==> config.mk <==
export PLATFORM = sky130hd
export DESIGN_NAME = commit_thread_select
export DESIGN_NICKNAME = d
export VERILOG_FILES = /design/src/rtl/commit_sel_pkg.sv /design/src/rtl/csel_datapath.sv /design/src/rtl/csel_control.sv /design/src/rtl/commit_thread_select.sv
export SDC_FILE = /design/constraint.sdc
export NUM_CORES = 1
export LEC_CHECK = 0
export CELL_PAD_IN_SITES_DETAIL_PLACEMENT = 2
export CELL_PAD_IN_SITES_GLOBAL_PLACEMENT = 2
export CORE_MARGIN = 3
export CORE_UTILIZATION = 25
export DETAILED_ROUTE_END_ITERATION = 10
export GPL_ROUTABILITY_DRIVEN = 1
export PLACE_DENSITY = 0.85
export REMOVE_ABC_BUFFERS = 1
export SYNTH_ARGS = -nofsm -noshare
export SYNTH_HDL_FRONTEND = slang
export SYNTH_SLANG_ARGS = --single-unit
==> constraint.sdc <==
create_clock -name clk -period 12.8 [get_ports clk]
set_input_delay 1.92 -clock clk [delete_from_list [all_inputs] [get_ports clk]]
set_output_delay 1.92 -clock clk [all_outputs]
set_load 0.1 [all_outputs]
==> src/rtl/commit_sel_pkg.sv <==
package commit_sel_pkg;

  typedef enum logic [2:0] {
    ST_IDLE       = 3'd0,
    ST_RUNNING    = 3'd1,
    ST_SQUASHING  = 3'd2,
    ST_TRAP_WAIT  = 3'd3,
    ST_FETCH_TRAP = 3'd4
  } thrStatus_e;

  typedef enum logic [1:0] {
    POL_AGGRESSIVE  = 2'd0,
    POL_ROUND_ROBIN = 2'd1,
    POL_OLDEST      = 2'd2,
    POL_OLDEST_ALT  = 2'd3
  } selPolicy_e;

  // Strobes from control to the priority-list datapath
  typedef struct packed {
    logic       rotate;
    logic [2:0] rotPos;
  } listStrobe_t;

  function automatic logic isEligible(input logic [2:0] st);
    return (st == ST_IDLE) || (st == ST_RUNNING) || (st == ST_FETCH_TRAP);
  endfunction

endpackage

==> src/rtl/csel_datapath.sv <==
module csel_datapath
  import commit_sel_pkg::*;
#(
  parameter int NUM_THREADS = 4,
  parameter int SEQ_W       = 16,
  parameter int IDX_W       = 2
) (
  input  logic                         clk,
  input  logic                         rstN,
  input  listStrobe_t                  strobe,
  input  logic [NUM_THREADS-1:0]       candMask,
  input  logic [NUM_THREADS*SEQ_W-1:0] headSeq,
  output logic [NUM_THREADS*IDX_W-1:0] prioList,
  output logic                         oldestValid,
  output logic [IDX_W-1:0]             oldestIdx
);

  logic [IDX_W-1:0] listQ   [NUM_THREADS];
  logic [IDX_W-1:0] listNxt [NUM_THREADS];
  logic [SEQ_W-1:0] bestSeq;

  // Remove the entry at rotPos and append it at the tail
  always_comb begin
    for (int i = 0; i < NUM_THREADS; i++) listNxt[i] = listQ[i];
    if (strobe.rotate) begin
      for (int i = 0; i < NUM_THREADS - 1; i++)
        if (i >= int'(strobe.rotPos)) listNxt[i] = listQ[i+1];
      listNxt[NUM_THREADS-1] = listQ[strobe.rotPos[IDX_W-1:0]];
    end
  end

  always_ff @(posedge clk) begin
    if (!rstN) begin
      for (int i = 0; i < NUM_THREADS; i++) listQ[i] <= IDX_W'(i);
    end else begin
      for (int i = 0; i < NUM_THREADS; i++) listQ[i] <= listNxt[i];
    end
  end

  for (genvar g = 0; g < NUM_THREADS; g++) begin : gFlat
    assign prioList[g*IDX_W +: IDX_W] = listQ[g];
  end

  // Oldest candidate; strict compare keeps the lower index on ties
  always_comb begin
    oldestValid = 1'b0;
    oldestIdx   = '0;
    bestSeq     = '0;
    for (int i = 0; i < NUM_THREADS; i++) begin
      if (candMask[i] && (!oldestValid || headSeq[i*SEQ_W +: SEQ_W] < bestSeq)) begin
        oldestValid = 1'b1;
        oldestIdx   = IDX_W'(i);
        bestSeq     = headSeq[i*SEQ_W +: SEQ_W];
      end
    end
  end

endmodule

==> src/rtl/csel_control.sv <==
module csel_control
  import commit_sel_pkg::*;
#(
  parameter int NUM_THREADS = 4,
  parameter int IDX_W       = 2
) (
  input  logic [1:0]                   policy,
  input  logic [3*NUM_THREADS-1:0]     threadStatus,
  input  logic [NUM_THREADS-1:0]       robEmpty,
  input  logic [NUM_THREADS-1:0]       headReady,
  input  logic [NUM_THREADS*IDX_W-1:0] prioList,
  input  logic                         oldestValid,
  input  logic [IDX_W-1:0]             oldestIdx,
  input  logic                         grantTake,
  output logic [NUM_THREADS-1:0]       candMask,
  output listStrobe_t                  strobe,
  output logic                         grantValid,
  output logic [IDX_W-1:0]             grantThread
);

  logic [NUM_THREADS-1:0] eligible;

  for (genvar g = 0; g < NUM_THREADS; g++) begin : gElig
    assign eligible[g] = isEligible(threadStatus[3*g +: 3]);
  end

  assign candMask = eligible & headReady & ~robEmpty;

  if (NUM_THREADS == 1) begin : gSingle
    assign grantValid  = eligible[0];
    assign grantThread = '0;
    assign strobe      = '0;
  end else begin : gMulti
    logic             rrFound;
    logic [IDX_W-1:0] rrIdx;
    logic [IDX_W-1:0] entry;
    int               rrPos;
    selPolicy_e       pol;

    assign pol = selPolicy_e'(policy);

    always_comb begin
      rrFound = 1'b0;
      rrIdx   = '0;
      rrPos   = 0;
      entry   = '0;
      for (int k = 0; k < NUM_THREADS; k++) begin
        entry = prioList[k*IDX_W +: IDX_W];
        if (!rrFound && candMask[entry]) begin
          rrFound = 1'b1;
          rrIdx   = entry;
          rrPos   = k;
        end
      end
    end

    always_comb begin
      if (pol == POL_ROUND_ROBIN) begin
        grantValid  = rrFound;
        grantThread = rrIdx;
      end else begin
        grantValid  = oldestValid;
        grantThread = oldestIdx;
      end
      strobe.rotate = grantTake && rrFound && (pol == POL_ROUND_ROBIN);
      strobe.rotPos = 3'(rrPos);
    end
  end

endmodule

==> src/rtl/commit_thread_select.sv <==
module commit_thread_select
  import commit_sel_pkg::*;
#(
  parameter int NUM_THREADS = 4,
  parameter int SEQ_W       = 16,
  localparam int IDX_W      = (NUM_THREADS > 1) ? $clog2(NUM_THREADS) : 1
) (
  input  logic                         clk,
  input  logic                         rstN,
  input  logic [1:0]                   policy,
  input  logic [3*NUM_THREADS-1:0]     threadStatus,
  input  logic [NUM_THREADS-1:0]       robEmpty,
  input  logic [NUM_THREADS-1:0]       headReady,
  input  logic [NUM_THREADS*SEQ_W-1:0] headSeq,
  input  logic                         grantTake,
  output logic                         grantValid,
  output logic [IDX_W-1:0]             grantThread
);

  listStrobe_t                  strobe;
  logic [NUM_THREADS-1:0]       candMask;
  logic [NUM_THREADS*IDX_W-1:0] prioList;
  logic                         oldestValid;
  logic [IDX_W-1:0]             oldestIdx;

  csel_datapath #(
    .NUM_THREADS(NUM_THREADS), .SEQ_W(SEQ_W), .IDX_W(IDX_W)
  ) uDp (
    .clk(clk), .rstN(rstN), .strobe(strobe), .candMask(candMask),
    .headSeq(headSeq), .prioList(prioList),
    .oldestValid(oldestValid), .oldestIdx(oldestIdx)
  );

  csel_control #(
    .NUM_THREADS(NUM_THREADS), .IDX_W(IDX_W)
  ) uCtl (
    .policy(policy), .threadStatus(threadStatus), .robEmpty(robEmpty),
    .headReady(headReady), .prioList(prioList), .oldestValid(oldestValid),
    .oldestIdx(oldestIdx), .grantTake(grantTake), .candMask(candMask),
    .strobe(strobe), .grantValid(grantValid), .grantThread(grantThread)
  );

endmodule

# Word level (Yosys, flattened, before mapping)
# Memories as Yosys holds them, arrays and structs flattened.
# Cells that the tools add are included.
# Widths: inputs -> output; s select.
dict set report word_totals {
  out_inout_bits 3
  ramBits 8
  latch_bits 0
  mem_bits_ro 0
  reg_bits 0
  mem_count 1
  word_cells 97
}
dict set report op_classes {
  multipliers 0
  eq_ne 9
  n_reduce_logical 29
  order_cmp 10
  n_addsub 0
  div_mod_pow 0
  n_shift 0
  n_bitwise 7
  muxes 41
}
# name words width read_ports rd_ports_with_merged_regs write_ports line
set mem_list {}
lappend mem_list {uDp.listQ 4 2 5 0 4 csel_datapath.sv:18} ;# logic [IDX_W-1:0] listQ [NUM_THREADS];
# cell count
set ops {}
lappend ops {{$lt 16x16->1} 3}
lappend ops {{$mux 16} 3}
lappend ops {{$mux 2} 16}
lappend ops {{$mux 1} 17}
lappend ops {{$eq 3x1->1 const B} 4}
lappend ops {{$eq 3x3->1 const B} 4}
lappend ops {{$logic_not 3->1} 4}
lappend ops {{$lt 2x3->1 const B} 4}
lappend ops {{$logic_or 1x1->1} 11}
lappend ops {{$and 4x4->4} 2}
lappend ops {{$bmux 1 s2} 4}
lappend ops {{$logic_and 1x1->1} 8}
lappend ops {{$mux 8} 1}
lappend ops {{$ge 1x3->1 const A} 2}
lappend ops {{$logic_not 1->1} 6}
lappend ops {{$not 4->4} 1}
lappend ops {{$or 1x1->1} 4}
lappend ops {{$ge 2x3->1 const A} 1}
lappend ops {{$eq 2x1->1 const B} 1}

# Depth between registers and ports, before layout
dict set report depth {
  depth_word 21
  ltp_mapped 31
  mapped_depth_nobuf 27
}

# By module
# A second synthesis with hierarchy kept.
dict set report unflattened {
  hier_cells 316
  area_unflattened_um2 2407.3
}
# module instances area_each_um2 cells_per_inst
set by_module_without_submodules {}
lappend by_module_without_submodules {csel_datapath 1 1964.4 261}
lappend by_module_without_submodules {csel_control 1 442.9 55}

# Least setup slack after synthesis
# OpenSTA, ideal clock, no wires.
dict set report synth_path {
  kind {input to output}
  start {in robEmpty[0]}
  end {out grantThread[1]}
  path_stages 30
  t_required_ns 10.880
  t_arrival_ns 8.869
  setup_slack_ns 2.011
  cell_sequence {nor3b_2 > and2_1 > buf_2 > buf_1 > nand2_1 > ha_1 > nand2_1 > or3_1 > a21o_1 > o22a_2 > clkbuf_1 > a21oi_1 > ha_1 > a211oi_2 > o22ai_1 > o41a_1 > nor4b_2 > a32oi_2 > nand2_1 > buf_2 > nor2_1 > a21oi_1 > ha_1 > a211oi_1 > o21ai_0 > a31oi_1 > nor2b_1 > a311oi_2 > o31ai_1 > a41oi_1}
}
dict set report synth_between {
  elab_chain_len 16
}
# element line
set synth_lines {}
lappend synth_lines {{from (decl)} commit_thread_select.sv:12} ;# input logic [NUM_THREADS-1:0] robEmpty,
lappend synth_lines {{$not 4->4 *} csel_control.sv:27} ;# assign candMask = eligible & headReady & ~robEmpty;
lappend synth_lines {{$and 4x4->4 *} csel_control.sv:27}
lappend synth_lines {{$mux 16 or $mux 1 (tied branches)} csel_datapath.sv:50} ;# if (candMask[i] && (!oldestValid || headSeq[i*SEQ_W +: SEQ_W] < bestSeq)) begin
lappend synth_lines {{$lt 16x16->1 or $logic_not 1->1 (tied branches)} csel_datapath.sv:50}
lappend synth_lines {{$logic_or 1x1->1} csel_datapath.sv:50}
lappend synth_lines {{$logic_and 1x1->1} csel_datapath.sv:50}
lappend synth_lines {{$mux 16 or $mux 1 (tied branches)} csel_datapath.sv:50}
lappend synth_lines {{$lt 16x16->1 or $logic_not 1->1 (tied branches)} csel_datapath.sv:50}
lappend synth_lines {{$logic_or 1x1->1} csel_datapath.sv:50}
lappend synth_lines {{$logic_and 1x1->1} csel_datapath.sv:50}
lappend synth_lines {{$mux 16 or $mux 1 (tied branches)} csel_datapath.sv:50}
lappend synth_lines {{$lt 16x16->1 or $logic_not 1->1 (tied branches)} csel_datapath.sv:50}
lappend synth_lines {{$logic_or 1x1->1} csel_datapath.sv:50}
lappend synth_lines {{$logic_and 1x1->1} csel_datapath.sv:50}
lappend synth_lines {{$mux 2} csel_datapath.sv:50}
lappend synth_lines {{$mux 2 *} csel_control.sv:58} ;# if (pol == POL_ROUND_ROBIN) begin
lappend synth_lines {{to (decl)} commit_thread_select.sv:17} ;# output logic [IDX_W-1:0] grantThread
# Every way passes the cells marked *; elsewhere a longest branch is shown, timed or not. The select of a mux whose other input is x is not followed.

# Worst setup path after layout
dict set report layout_path {
  start {in headReady[0]}
  end {out grantThread[1]}
}
dict set report layout_between {
  elab_chain_len 16
}
# element line
set layout_lines {}
lappend layout_lines {{from (decl)} commit_thread_select.sv:13} ;# input logic [NUM_THREADS-1:0] headReady,
lappend layout_lines {{$and 4x4->4 * (2 in series)} csel_control.sv:27}
lappend layout_lines {{$mux 16 or $mux 1 (tied branches)} csel_datapath.sv:50}
lappend layout_lines {{$lt 16x16->1 or $logic_not 1->1 (tied branches)} csel_datapath.sv:50}
lappend layout_lines {{$logic_or 1x1->1} csel_datapath.sv:50}
lappend layout_lines {{$logic_and 1x1->1} csel_datapath.sv:50}
lappend layout_lines {{$mux 16 or $mux 1 (tied branches)} csel_datapath.sv:50}
lappend layout_lines {{$lt 16x16->1 or $logic_not 1->1 (tied branches)} csel_datapath.sv:50}
lappend layout_lines {{$logic_or 1x1->1} csel_datapath.sv:50}
lappend layout_lines {{$logic_and 1x1->1} csel_datapath.sv:50}
lappend layout_lines {{$mux 16 or $mux 1 (tied branches)} csel_datapath.sv:50}
lappend layout_lines {{$lt 16x16->1 or $logic_not 1->1 (tied branches)} csel_datapath.sv:50}
lappend layout_lines {{$logic_or 1x1->1} csel_datapath.sv:50}
lappend layout_lines {{$logic_and 1x1->1} csel_datapath.sv:50}
lappend layout_lines {{$mux 2} csel_datapath.sv:50}
lappend layout_lines {{$mux 2 *} csel_control.sv:58}
# Marked as above.

==> results.cfg <==
[power_and_ir_drop]
ir_drop_mv = 0.0498
power_density_nw_per_um2 = 49.1
p_leak_nw = 1.24

[layout]
nets = 541
syn_to_final_growth_pct = 46.1
largest_reg_flops = 8
ff_latch_area_sq_um = 160
reg_top3 = uDp.listQ (8)
final_common_cell = clkdlybuf4s50_1
diodes = 0
final_cell_mix = clkdlybuf4s50_1 (89), nor2_1 (53), a21oi_1 (48)
multi_input_area_sq_um = 2050
largest_register = uDp.listQ
nFillCells = 1057
drive_gt1_frac = 0.0494

[route]
detail_route.drc_violations = 0
via_count = 2827
wl_per_cell_um = 18.4
vias_per_cell = 5.51
ant_nets = 0
routed_wl_um = 9450
drtIter0Drc = 62
firstDrtPassIters = 4

[timing]
tightestPinTransition_ns = 0.969
max_freq_ghz = 0.0846
finalCriticalPeriod_ns = 11.82
setup_viol = 0
slew_violations = 0
setup_tns_ns = 0
hold_viol_final = 0
relSlewSlack = 0.352
rsz0062_at_grt = false
whs_ns = 0.573
period_share = 0.924
clock_skew_ns = 0.00112

[yosys]
synth_top_area_cell = ha_1
synth_cells = 320
synth_edf_count = 0
ys.warnings.count = 0
async_flop_share = 0
synth_area_sq_um = 2260
netlist_top_cells_area = ha_1 (25%), a21oi_1 (11%), nor2_1 (8.8%), dfxtp_1 (7.1%), nand2_1 (6.1%)
synth_flop_cell = dfxtp_1
ys_ff_latch = 8
yosysSeqAreaShare = 0.0709
synth.avg_cell_area_sq_um = 7.06
synth_top_cell_area_share = 0.249
synth.distinct_cells = 45

[clocking]
cts_setup_buffers = 0
numCtsBuffers = 3
clk_pin_slew_worst_paths_ns = 0.04
clk_latency_ns = 0.22
cts.sinks = 8
cts-root-buf = clkbuf_8
htreeDepth = 1
cts_buffer_depth = 2
cts_hold_buf = 0
cts_tree = yes
cts_resized = 0

[floorplanning]
fp.dieW_um = 101
start_util = 0.258
coreArea_sq_um = 8760
die_y_um = 101
design.portCount = 92
fp-row-count = 34
die_area_sq_um = 10200

[critical_path]
crit_path_end_kind = output pin
crit_path_max_incr_delay_ns = 0.75
cp_data_required_time_ns = 10.88
timing.setup.critical_path_class = primary input to output pin
start_kind = primary input
cp.arrival_ns = 9.90
cp_top_family = compound AO/OA/AOI/OAI gates
cp_max_fo = 32
crit_buf_inv = 2
cp_common_cell = ha_1
cpMaxStageDelayCell = nand2_1

[grt]
antenna_found_initial = 0
grt_use_total = 0.188
grt_pass1_vias = 3177
overflow = 0
grt_max_degree = 33
grt_pass1_wl_um = 15500

[hold_path]
hp-class = register to register

[placed_design]
gp_congestion = 0.821
place_hpwl_um = 8380
io_buffers = 91

[job]
maxCapViolations = 0

[status]
outcome = finished, final reports clean
## per-layer routing
| layer | global-route usage | wire length, um | up-vias |
|---|---|---|---|
| li1 | - | - | 1391 |
| met1 | 0.227 | 4090 | 1365 |
| met2 | 0.360 | 4940 | 61 |
| met3 | 0.0166 | 296 | 10 |
| met4 | 0.0297 | 124 | 0 |
| met5 | 0 | 0 | - |
## final cells by class
| cell class | count | area share |
|---|---|---|
| Clock buffer | 3 | 0.0125 |
| Inverter | 2 | 0.00228 |
| Tap cell | 108 | 0.0410 |
| Timing Repair Buffer | 91 | 0.275 |
| Sequential cell | 8 | 0.0485 |
| Multi-Input combinational cell | 301 | 0.621 |
## through the flow
step	area, sq um	util	std cells	setup WS (ns)	power (mW)
finish	3300	0.376	513	0.979	0.162
global route	3300	0.376	513	0.0339	0.177
detailed placement	3260	0.372	510	0.938	0.133
floorplan	2220	-	311	1.71	0.0827
global placement	3260	0.372	510	1.30	0.129
CTS	3300	0.376	513	0.931	0.164
## report_power, final
group	switching, mW	leakage (nW)	internal, mW	total (mW)
clock network	0.00917	0.0216	0.0203	0.0295
registers	0.000620	0.0648	0.0255	0.0261
logic	0.0558	1.16	0.0505	0.106
## synthesized netlist by cell type, drive strengths merged, types with 4 or more instances
master  instances
o22ai           4
nor2           54
nor2b           9
nand2          37
buf             7
mux2i           6
a211oi          8
nor3            8
and3            4
a21o            4
a21oi          48
mux4            5
o211ai          6
ha             45
nand3           9
o21ai          20
dfxtp           8
nand4           8
o311ai          4
## worst min-delay path, stage by stage, from the launching register on
cell,delay [ns]
dfxtp_1,0.34
mux2i_1,0.13
nor2b_1,0.05
## final timing paths
check / start / endpoint / slack (ns) / depth (start not counted)
worst min register to register: uDp.listQ[1][1] / uDp.listQ[1][1] / 0.57 / 2
worst max-delay path: headReady[0] / grantThread[1] / 0.98 / 29
worst max register to register: uDp.listQ[0][1] / uDp.listQ[2][0] / 10.89 / 6
worst min-delay path: uDp.listQ[1][1] / uDp.listQ[1][1] / 0.57 / 2
## cell families (layout without fill, tap and decap cells)
logic type | count (synthesis) | after routing | synth area share
and+or+nand+nor | 137 | 137 | 0.277
AOI/OAI and AO/OA | 108 | 108 | 0.305
adders and majority gates | 45 | 45 | 0.249
DFF | 8 | 8 | 0.0709
muxes | 11 | 11 | 0.0765
buffers and inverters | 11 | 96 | 0.0216
No activity file was read; power rests on OpenSTA's default activity.
